### src/rtl/crc32c_pkg.sv
package crc32c_pkg;

  localparam logic [31:0] CRC_POLY_REFL = 32'h82F63B78;

  typedef enum logic [1:0] {
    OPSZ_BYTE  = 2'b00,
    OPSZ_WORD  = 2'b01,
    OPSZ_DWORD = 2'b10,
    OPSZ_QWORD = 2'b11
  } opsize_e;

  // Clear operand bits above the width of one pass (quad uses low half first).
  function automatic logic [31:0] mask_operand(input opsize_e sz, input logic [31:0] d);
    logic [31:0] m;
    case (sz)
      OPSZ_BYTE: m = {24'h0, d[7:0]};
      OPSZ_WORD: m = {16'h0, d[15:0]};
      default:   m = d;
    endcase
    return m;
  endfunction

endpackage

### src/rtl/crc32c_rst_sync.sv
module crc32c_rst_sync #(
  parameter int STAGES = 2
) (
  input  logic clk,
  input  logic rst_n,
  output logic rst_n_sync
);

  logic [STAGES-1:0] sync_q;

  always_ff @(posedge clk or negedge rst_n) begin
    if (!rst_n) sync_q <= '0;
    else        sync_q <= {sync_q[STAGES-2:0], 1'b1};
  end

  assign rst_n_sync = sync_q[STAGES-1];

endmodule

### src/rtl/crc32c_step_net.sv
module crc32c_step_net
  import crc32c_pkg::*;
#(
  parameter int STEP_BITS = 4
) (
  input  logic [31:0] acc_in,
  output logic [31:0] acc_out
);

  logic [31:0] chain [STEP_BITS+1];

  assign chain[0] = acc_in;

  for (genvar g = 0; g < STEP_BITS; g++) begin : g_bit
    always_comb begin
      if (chain[g][0]) chain[g+1] = (chain[g] >> 1) ^ CRC_POLY_REFL;
      else             chain[g+1] = chain[g] >> 1;
    end
  end

  assign acc_out = chain[STEP_BITS];

endmodule

### src/rtl/crc32c_seq_ctrl.sv
module crc32c_seq_ctrl
  import crc32c_pkg::*;
#(
  parameter int STEP_BITS = 4
) (
  input  logic    clk,
  input  logic    rst_n,
  input  logic    start,
  input  opsize_e size,
  output logic    busy,
  output logic    load,
  output logic    step,
  output logic    inject_hi,
  output logic    finish
);

  localparam int CYC8  = 8  / STEP_BITS;
  localparam int CYC16 = 16 / STEP_BITS;
  localparam int CYC32 = 32 / STEP_BITS;
  localparam int CNT_W = $clog2(CYC32) + 1;

  logic             run_q, run_d;
  logic             second_q, second_d;
  logic [CNT_W-1:0] cnt_q, cnt_d;
  logic             last_beat;

  function automatic logic [CNT_W-1:0] first_count(input opsize_e sz);
    case (sz)
      OPSZ_BYTE: return CNT_W'(CYC8 - 1);
      OPSZ_WORD: return CNT_W'(CYC16 - 1);
      default:   return CNT_W'(CYC32 - 1);
    endcase
  endfunction

  assign busy      = run_q;
  assign load      = start && !run_q;
  assign step      = run_q;
  assign last_beat = run_q && (cnt_q == '0);
  assign inject_hi = last_beat && second_q;
  assign finish    = last_beat && !second_q;

  always_comb begin
    run_d    = run_q;
    second_d = second_q;
    cnt_d    = cnt_q;
    if (load) begin
      run_d    = 1'b1;
      second_d = (size == OPSZ_QWORD);
      cnt_d    = first_count(size);
    end else if (run_q) begin
      if (cnt_q != '0) begin
        cnt_d = cnt_q - 1'b1;
      end else if (second_q) begin
        second_d = 1'b0;
        cnt_d    = CNT_W'(CYC32 - 1);
      end else begin
        run_d = 1'b0;
      end
    end
  end

  always_ff @(posedge clk or negedge rst_n) begin
    if (!rst_n) begin
      run_q    <= 1'b0;
      second_q <= 1'b0;
      cnt_q    <= '0;
    end else begin
      run_q    <= run_d;
      second_q <= second_d;
      cnt_q    <= cnt_d;
    end
  end

endmodule

### src/rtl/crc32c_accum.sv
module crc32c_accum
  import crc32c_pkg::*;
#(
  parameter int STEP_BITS = 4
) (
  input  logic        clk,
  input  logic        rst_n,
  input  logic        start_i,
  input  logic [1:0]  size_i,
  input  logic [63:0] crc_i,
  input  logic [63:0] data_i,
  output logic        busy_o,
  output logic        done_o,
  output logic [31:0] crc_o,
  output logic [63:0] crc_wide_o
);

  logic        rst_n_int;
  logic        load, step, inject_hi, finish;
  logic [31:0] acc_q, acc_d, net_out;
  logic [31:0] hi_q, hi_d;
  logic [31:0] res_q, res_d;
  logic        done_q, done_d;
  logic        acc_en, hi_en, res_en;
  opsize_e     size;

  assign size = opsize_e'(size_i);

  crc32c_rst_sync #(.STAGES(2)) u_rst_sync (
    .clk        (clk),
    .rst_n      (rst_n),
    .rst_n_sync (rst_n_int)
  );

  crc32c_seq_ctrl #(.STEP_BITS(STEP_BITS)) u_ctrl (
    .clk       (clk),
    .rst_n     (rst_n_int),
    .start     (start_i),
    .size      (size),
    .busy      (busy_o),
    .load      (load),
    .step      (step),
    .inject_hi (inject_hi),
    .finish    (finish)
  );

  crc32c_step_net #(.STEP_BITS(STEP_BITS)) u_net (
    .acc_in  (acc_q),
    .acc_out (net_out)
  );

  // Next-state logic with explicit enables
  always_comb begin
    acc_en = load || step;
    hi_en  = load;
    res_en = finish;
    hi_d   = data_i[63:32];
    res_d  = net_out;
    done_d = finish;
    if (load)           acc_d = crc_i[31:0] ^ mask_operand(size, data_i[31:0]);
    else if (inject_hi) acc_d = net_out ^ hi_q;
    else                acc_d = net_out;
  end

  always_ff @(posedge clk or negedge rst_n_int) begin
    if (!rst_n_int) begin
      acc_q  <= '0;
      hi_q   <= '0;
      res_q  <= '0;
      done_q <= 1'b0;
    end else begin
      if (acc_en) acc_q <= acc_d;
      if (hi_en)  hi_q  <= hi_d;
      if (res_en) res_q <= res_d;
      done_q <= done_d;
    end
  end

  assign done_o     = done_q;
  assign crc_o      = res_q;
  assign crc_wide_o = {32'h0, res_q};

endmodule

### config.mk
export PLATFORM = sky130hd
export DESIGN_NAME = crc32c_accum
export DESIGN_NICKNAME = d
export VERILOG_FILES = /design/src/rtl/crc32c_pkg.sv /design/src/rtl/crc32c_rst_sync.sv /design/src/rtl/crc32c_step_net.sv /design/src/rtl/crc32c_seq_ctrl.sv /design/src/rtl/crc32c_accum.sv
export SDC_FILE = /design/constraint.sdc
export NUM_CORES = 1
export LEC_CHECK = 0
export CORE_ASPECT_RATIO = 1.2
export CORE_MARGIN = 2
export CORE_UTILIZATION = 55
export DETAILED_ROUTE_END_ITERATION = 6
export DONT_BUFFER_PORTS = 1
export GPL_ROUTABILITY_DRIVEN = 0
export GPL_TIMING_DRIVEN = 0
export HOLD_SLACK_MARGIN = 0.1
export PLACE_DENSITY = 0.7
export SLEW_MARGIN = 10
export SYNTH_ARGS = -nofsm -noshare
export SYNTH_HDL_FRONTEND = slang
export SYNTH_SLANG_ARGS = --single-unit
### constraint.sdc
create_clock -name clk -period 4.1 [get_ports clk]
set_clock_uncertainty 0.2 [all_clocks]
set_input_delay 1.025 -clock clk [delete_from_list [all_inputs] [get_ports clk]]
set_output_delay 1.025 -clock clk [all_outputs]
set_load 0.01 [all_outputs]
After elaboration in Yosys (flattened, before gate mapping)
Index checks and enable logic that the tools add are counted.
- flip-flop bits (word level): 105
- input bits: 133
- output and inout port bits: 98
- logic and storage cells: 52
- add/sub/neg operators: 1
- eq/ne operators: 3
- multiplexer cells: 20
- bitwise logic cells: 6
- reduce and logical (&&, ||, !) cells: 14
- operators with widths (operator ; number):
    2-to-1 mux 32 bit ; 7
    inverter 16 -> 17 bit ; 4
    one-hot mux 32 bit (2 select lines) ; 1
    XOR 32 bit ; 2
    2-to-1 mux 4 bit ; 4
    2-to-1 mux 1 bit ; 7
    one-hot mux 3 bit (2 select lines) ; 1
    logical AND 1 bit ; 4
    logical NOT 4 bit ; 1
    AND reduction 2 bit ; 2
    nonzero test 4 bit ; 1
    subtractor 4 x 1 -> 4 bit (second input constant) ; 1
    nonzero test 3 bit ; 1
    == test 2 x 1 -> 1 bit (second input constant) ; 1
    == test 2 bit (second input constant) ; 1
    logical NOT 1 bit ; 2
    logical NOT 2 bit ; 1
    != test 2 bit (second input constant) ; 1
    nonzero test 2 bit ; 1
    logical OR 1 bit ; 1

Logic depth before layout (Yosys ltp)
Gate-level depths: netlist (run 1).
- word-level depth: 11
- depth in mapped cells: 8

By module
From an unflattened synthesis (run 1), not the netlist that was laid out.
- cell total of the unflattened synthesis: 567
- area total of the unflattened synthesis: 6195.9 um^2
- by module, submodules not included (module ; times used ; cells each ; area an instance (um^2) ; sequential area each (um^2)):
    crc32c_accum ; 1 ; 481 ; 5308.8 ; 2427.3
    crc32c_step_net ; 1 ; 44 ; 460.4 ; 0.0
    crc32c_seq_ctrl ; 1 ; 39 ; 372.9 ; 150.1
    crc32c_rst_sync ; 1 ; 3 ; 53.8 ; 50.0

Least setup slack after synthesis (run 1)
Ideal clock, no wire load.
- kind: in2reg
- from: in start_i
- to: reg acc_q[12]
- data arrival time: 2.037 ns
- slack: 1.745 ns
- cell stages on the path: 5
- path buffers: 3
- cell sequence: clkbuf_1 clkbuf_1 buf_1 a211oi_1 a21o_1
- word-level cells in the longest chain between the ends: 2
- elaborated cells between the ends (all ways): 3
- those cells by class: mux (1); reduce/logical (2)
- ends and longest elaborated chain (item ; RTL line ; source):
    start, declared ; crc32c_accum.sv:8 ; input logic start_i,
    logical AND 1 bit (*) ; crc32c_seq_ctrl.sv:36 ; assign load = start && !run_q;
    2-to-1 mux 32 bit / logical OR 1 bit (equally long branches) ; crc32c_accum.sv:60, crc32c_accum.sv:54 ;
    end signal, assigned ; crc32c_accum.sv:67 ; acc_q <= '0;
    end signal, assigned ; crc32c_accum.sv:72 ; if (acc_en) acc_q <= acc_d;
    end, declared ; crc32c_accum.sv:20 ; logic [31:0] acc_q, acc_d, net_out;
Every way passes the cells marked *; elsewhere a longest branch is shown, timed or not.
A chain may end at the register's enable or synchronous reset.

Worst setup path after layout (run 1)
- from: in size_i[1]
- to: reg acc_q[19]
- word-level cells in the longest chain between the ends: 5
- elaborated cells between the ends (all ways): 6
- those cells by class: eq/ne (1); mux (3); bitwise (1); reduce/logical (1)
- ends and longest elaborated chain (item ; RTL line ; source):
    start, declared ; crc32c_accum.sv:9 ; input logic [1:0] size_i,
    == test 2 x 1 -> 1 bit / logical NOT 2 bit (equally long branches) ; crc32c_pkg.sv:15 ; case (sz)
    one-hot mux 32 bit (2 select lines) (*) ; crc32c_pkg.sv:15 ;
    2-to-1 mux 32 bit (*) ; crc32c_accum.sv:60 ; if (load) acc_d = crc_i[31:0] ^ mask_operand(size, data_i[31:0]);
    XOR 32 bit (*) ; crc32c_accum.sv:60 ;
    2-to-1 mux 32 bit (*) ; crc32c_accum.sv:60 ;
Every way passes the cells marked *; elsewhere a longest branch is shown, timed or not. The select of a mux whose other input is x is not followed.

==> impl_metrics.ini, run 1 <==
[layout]
fin_area_um2 = 6550
final_cells = 839
n_antenna_cell = 0
nets = 839
layout-drive-gt1-share_pct = 13.7
final_util_pct = 62.6
synthToLayoutAreaGrowth_pct = 11.1

[sta]
slew_violations = 0
setup_tns_ns = 0
holdWs_ns = 0.157
hold_viol = 0
setup_viol = 0
max_freq_mhz = 392
fin_crit_sh_pct = 62.2
final.min_clock_period_ns = 2.55
tightest_slew_ns = 0.753
grt_setup_unrepaired = no
relSlewSlack_pct = 49.8

[placed_design]
portBuffers = 0
dpl_cell_area_um2 = 6200
dp_hpwl_mm = 10.8
dpl.cell_count = 823

[floorplan]
core_area_um2 = 10500
rows = 41
die-area_um2 = 11600
io_pins = 231
die_h_um = 117
die_w_um = 98.5
initial_core_util_pct = 56.3

[cts]
cts-htree-levels = 3
postCtsResizedCells = 0
cts.path.max_buffers = 2
cts_hold_buf = 0
clkSinkCount = 105
cts_made_buffers = 9
cts-root-buf = clkbuf_16
cts_setup_buffers = 0
cts_tree = done
path_clk_slew_ns = 0.07
clkLatencyLatePin_ns = 0.35

[status]
status = complete, no violations

[hold_path]
hp-class = input port to asynchronous set/reset pin

[worst_setup_path]
path_class = input port to flop
max_stage_delay_ns = 0.51
cpMaxStageDelayCell = clkbuf_1
end_kind = flop
cpMostUsedCell = clkbuf_1
startpoint_type = input port
critical_path_required_ns = 4.14
crit_chain = clkbuf_1 -> clkbuf_1 -> nand2_1 -> xor2_1 -> a211oi_1 -> a21o_1
worstPathMaxFanout = 10
worst_ep_arrival_time_ns = 2.59

[yosys]
postSynthAreaPerCell_um2 = 8.90
synth_compound_area_share_pct = 10.4
synth_xor_xnor_area_share_pct = 16.0
synth_top_family_by_area = XOR/XNOR gates
synth-seq-area-share_pct = 44.6
ys_seq_elements = 105
yosysWarnings = 0
synth-adder-area-share_pct = 0.212
synthCells = 662
synth-simple-area-share_pct = 15.8
synth_area_um2 = 5890
synth_mux_area_share_pct = 1.40
yosysUniqueCellTypes = 36

[global_routing]
grt_use_total_pct = 25.1
grt_pass1_vias = 4212
grt_max_degree = 57
antenna_found_initial = 0
grt_pass1_wl_mm = 22.6
overflow = 0

[drt]
drt-vias-per-instance = 5.19
vias = 4355
remaining_drc_errors = 0
wl_per_cell_um = 17.3
drt_first_iter_violations = 219
firstDrtPassIters = 6
ant_nets = 0
wirelength_mm = 14.5

[job]
maxCapViolCount = 0

[pwr]
power.density_nw_per_um2 = 896
max-vdd-ir-drop_v = 0.000315
leakage_nw = 3.24
-- synthesized netlist by cell type --
master    number  share of area (%)
nand2_1      193                 12
dfrtp_1      105                 45
buf_4         65                8.3
xor2_1        52                7.7
o21ai_0       44                3.7
xnor2_1       39                5.8
nor2_1        34                2.2
clkbuf_1      30                1.9
a21o_1        21                2.7
a211oi_1      20                2.5
a21oi_1        7               0.59
mux2i_1        6                1.0
buf_2          5               0.42
nand3_1        5               0.42
o22ai_1        4               0.42
buf_1          3               0.19
inv_1          3               0.19
a31oi_1        2               0.21
buf_6          2               0.38
conb_1         2               0.13
mux2_2         2               0.38
nor2b_1        2               0.21
nor3_1         2               0.17
xnor3_4        2               0.89
a22oi_1        1               0.13
and2_1         1               0.11
clkinv_1       1              0.064
ha_1           1               0.21
nand2b_1       1               0.11
nor4bb_1       1               0.17
o211ai_1       1               0.13
or2_2          1               0.11
xnor3_1        1               0.38
xnor3_2        1               0.40
xor3_1         1               0.40
xor3_2         1               0.42
-- sequential cells by signal, indices dropped and copies added, names as in the netlist --
register / count
acc_q: 32
crc_o: 32
done_o: 1
hi_q: 32
u_ctrl.busy: 1
u_ctrl.cnt_q: 4
u_ctrl.second_q: 1
u_rst_sync.sync_q: 2
-- cell type report --
cell class                      instances  area (µm²)
Timing Repair Buffer                    1        27.5
Buffer                                105         659
Tap cell                              129         161
Fill cell                             949        3920
Clock buffer                           10         239
Sequential cell                       105        2630
Multi-Input combinational cell        479        2710
Clock inverter                          6         105
Inverter                                4        15.0
-- final timing paths --
check	from	to	slack, ns	cells after the start
setup / recovery	size_i[1]	acc_q[19]$_DFFE_PN0P_	1.55	6
hold / removal	rst_n	u_rst_sync.sync_q[1]$_DFF_PN0_	0.16	0
setup reg to reg	u_ctrl.cnt_q[0]$_DFFE_PN0P_	crc_o[14]$_DFFE_PN0P_	1.79	7
hold reg to reg	u_rst_sync.sync_q[0]$_DFF_PN0_	u_rst_sync.sync_q[1]$_DFF_PN0_	0.16	0
max in group asynchronous	u_rst_sync.sync_q[1]$_DFF_PN0_	crc_o[30]$_DFFE_PN0P_	2.82	1
min in group clk	u_rst_sync.sync_q[0]$_DFF_PN0_	u_rst_sync.sync_q[1]$_DFF_PN0_	0.16	0
-- per-layer routing --
layer  routed length [µm]  vias up  track usage, %
met1                 6080     2068            32.7
met4                  380        0            10.1
met5                    0        -               0
li1                     -     2112               -
met2                 7340      155            42.3
met3                  737       20            3.40
-- logic make-up after synthesis --
group | count (synthesis)
AOI/OAI and AO/OA | 100
xor gates and xnor gates | 97
adders and majority gates | 1
buffers and inverters | 109
DFF | 105
muxes | 8
other | 2
and+or+nand+nor | 240
-- power by group --
group	internal, mW	leakage (nW)	switching [mW]
clock	0.610	0.172	0.383
sequential	1.55	1.28	0.440
combinational	1.34	1.79	1.54
total	3.50	3.24	2.36
-- stage by stage --
| stage | power (mW) | worst slack (ns) |
|---|---|---|
| 3_5_place_dp | 4.87 | 1.23 |
| 3_3_place_gp | 4.76 | -0.362 |
| 4_1_cts | 5.88 | 1.59 |
| 6_report | 5.86 | 1.55 |
| 5_1_grt | 6.24 | 1.43 |
| 2_1_floorplan | 4.19 | 0.758 |
-- layout by cell type, fill, tap and decap left out, types with 2 or more instances in the layout --
cell	synthesis	final
nand3_1	5	5
xor2_1	52	52
dfrtp_1	105	104
o22ai_1	4	4
clkbuf_16	0	9
o21ai_0	44	44
nor3_1	2	2
a21oi_1	7	7
clkinv_2	0	3
inv_1	3	3
a21o_1	21	21
a31oi_1	2	2
clkbuf_1	30	30
a211oi_1	20	20
mux2i_1	6	6
buf_1	3	3
buf_6	2	2
xnor3_4	2	2
conb_1	2	33
buf_2	5	5
nor2b_1	2	2
xnor2_1	39	39
bufinv_16	0	3
nor2_1	34	34
mux2_2	2	2
nand2_1	193	193
buf_4	65	65
-- critical path, delay by kind of cell --
kind	cells	cell delay, ns
and+or+nand+nor	1	0.13
AOI/OAI and AO/OA	2	0.31
xor gates and xnor gates	1	0.24
buffers and inverters	2	0.88
(Power assumes the default switching activity.)
==> run 2: changes to the inputs <==
PLACE_DENSITY = 0.73   (was 0.7)
clock period = 2.25 ns   (was 4.1 ns; I/O delays follow)
==> run 2 against run 1 <==
Combinational power up 81%. Worst setup slack got worse by 1.4 ns. Clock-buffer cell count fell by 1. Final area up 0.50%. Clock power up 74%. Critical path depth rose by 2. Non-clock buffer count up 1. Die area unchanged. Register-to-register slack worse by 1.7 ns. Sequential share of layout area decreased by 0.20 points. Via count up 1.9%. Final cell count is 0.12% higher.
==> impl_metrics.ini, run 2 (synthesis results as in run 1) <==
[status]
status = complete, no violations

[pwr]
leakage_nw = 3.26
power.density_nw_per_um2 = 1610
max-vdd-ir-drop_v = 0.000633

[sta]
grt_setup_unrepaired = no
tightest_slew_ns = 0.722
slew_violations = 0
relSlewSlack_pct = 51.8
max_freq_mhz = 469
hold_viol = 0
fin_crit_sh_pct = 94.8
setup_viol = 0
final.min_clock_period_ns = 2.13
holdWs_ns = 0.112
setup_tns_ns = 0

[cts]
cts.path.max_buffers = 2
clkLatencyLatePin_ns = 0.35
cts-root-buf = clkbuf_16
path_clk_slew_ns = 0.08
cts_tree = done
clkSinkCount = 105
cts-htree-levels = 3
cts_made_buffers = 9
cts_setup_buffers = 0

[worst_setup_path]
regToRegEndpoint = acc_q[13]$_DFFE_PN0P_
path_class = flop to flop
end_kind = flop
critical_path_required_ns = 2.29
crit_start = u_ctrl.cnt_q[0]$_DFFE_PN0P_
worstPathMaxFanout = 10
reg2reg_from = u_ctrl.cnt_q[0]$_DFFE_PN0P_
startpoint_type = flop
worst_ep_arrival_time_ns = 2.18
rrSetupSlack_ns = 0.12
reg2reg_depth = 8

[drt]
firstDrtPassIters = 5
vias = 4439
ant_nets = 0
drt-vias-per-instance = 5.28
drt_first_iter_violations = 256
wl_per_cell_um = 18.0
wirelength_mm = 15.1
remaining_drc_errors = 0

[floorplan]
core_area_um2 = 10500
rows = 41
io_pins = 231
die_h_um = 117
initial_core_util_pct = 56.3
die_w_um = 98.5
die-area_um2 = 11600

[global_routing]
grt_use_total_pct = 26.4
grt_pass1_wl_mm = 23.7
overflow = 0
grt_pass1_vias = 4592
grt_max_degree = 54
antenna_found_initial = 1

[layout]
layout-drive-gt1-share_pct = 15.2
n_antenna_cell = 0
final_util_pct = 62.9
final_cell_mix = nand2_1 (193), dfrtp_1 (104), buf_4 (69)
mostFrequentLayoutCell = nand2_1
synthToLayoutAreaGrowth_pct = 11.6
nets = 840

[job]
maxCapViolCount = 0

[hold_path]
hold_path_depth = 2
hp-class = input port to flop
min_from = data_i[43]
min_to = hi_q[11]$_DFFE_PN0P_

[placed_design]
portBuffers = 0
dp_hpwl_mm = 11.0
==> run 2: where the power goes <==
part | switching [mW] | internal [mW] | total (mW)
combinational | 2.75 | 2.47 | 5.22
clock | 0.743 | 0.988 | 1.73
sequential | 0.836 | 2.82 | 3.66
==> run 2: metal layers <==
layer | wire length [µm] | part of all wire, % | GRT usage, %
met1 | 5730 | 38 | 32.0
met3 | 1090 | 7.2 | 5.30
met4 | 476 | 3.1 | 11.5
met5 | 13 | 0.086 | 0
met2 | 7810 | 52 | 45.3
==> run 2: cell type report <==
class | instances | area (µm²)
plain buffers | 105 | 679
clock buffers | 9 | 225
clock inverters | 7 | 103
fillers | 919 | 3890
inverters | 4 | 16.3
multi-input cells | 479 | 2730
flip-flops and latches | 105 | 2630
well taps | 129 | 161
repair buffers | 2 | 37.5
==> run 2: what timing repair did <==
action	4_1_cts	5_1_grt
setup endpoints to repair	35	63
hold endpoints to repair	2	0
gates resized for setup	7	14
hold buffers	1	0
==> run 2: worst max path at each step <==
stage,depth (start not counted),endpoint
2_1_floorplan,0,acc_q[0]$_DFFE_PN0P_
3_3_place_gp,0,crc_o[31]$_DFFE_PN0P_
3_5_place_dp,6,acc_q[9]$_DFFE_PN0P_
4_1_cts,8,acc_q[25]$_DFFE_PN0P_
5_1_grt,7,crc_o[24]$_DFFE_PN0P_
6_report,8,acc_q[13]$_DFFE_PN0P_
==> run 2: through the flow <==
step	setup slack (ns)	power [mW]	area, µm²	instances
6_report	0.117	10.6	6580	840
5_1_grt	0.0182	11.3	6580	840
4_1_cts	0.0486	10.6	6550	840
3_5_place_dp	-0.229	8.81	6200	823
3_3_place_gp	-0.285	8.64	6170	822
2_1_floorplan	0.290	7.63	6010	693
==> run 2: worst max-delay path: stages (launching register included) <==
cell and delay [ns]:
dfrtp_1 0.41, inv_1 0.07, ha_2 0.23, nor4bb_4 0.31, buf_4 0.19, buf_4 0.21
nand2_1 0.09, xnor2_1 0.15, a21o_1 0.18
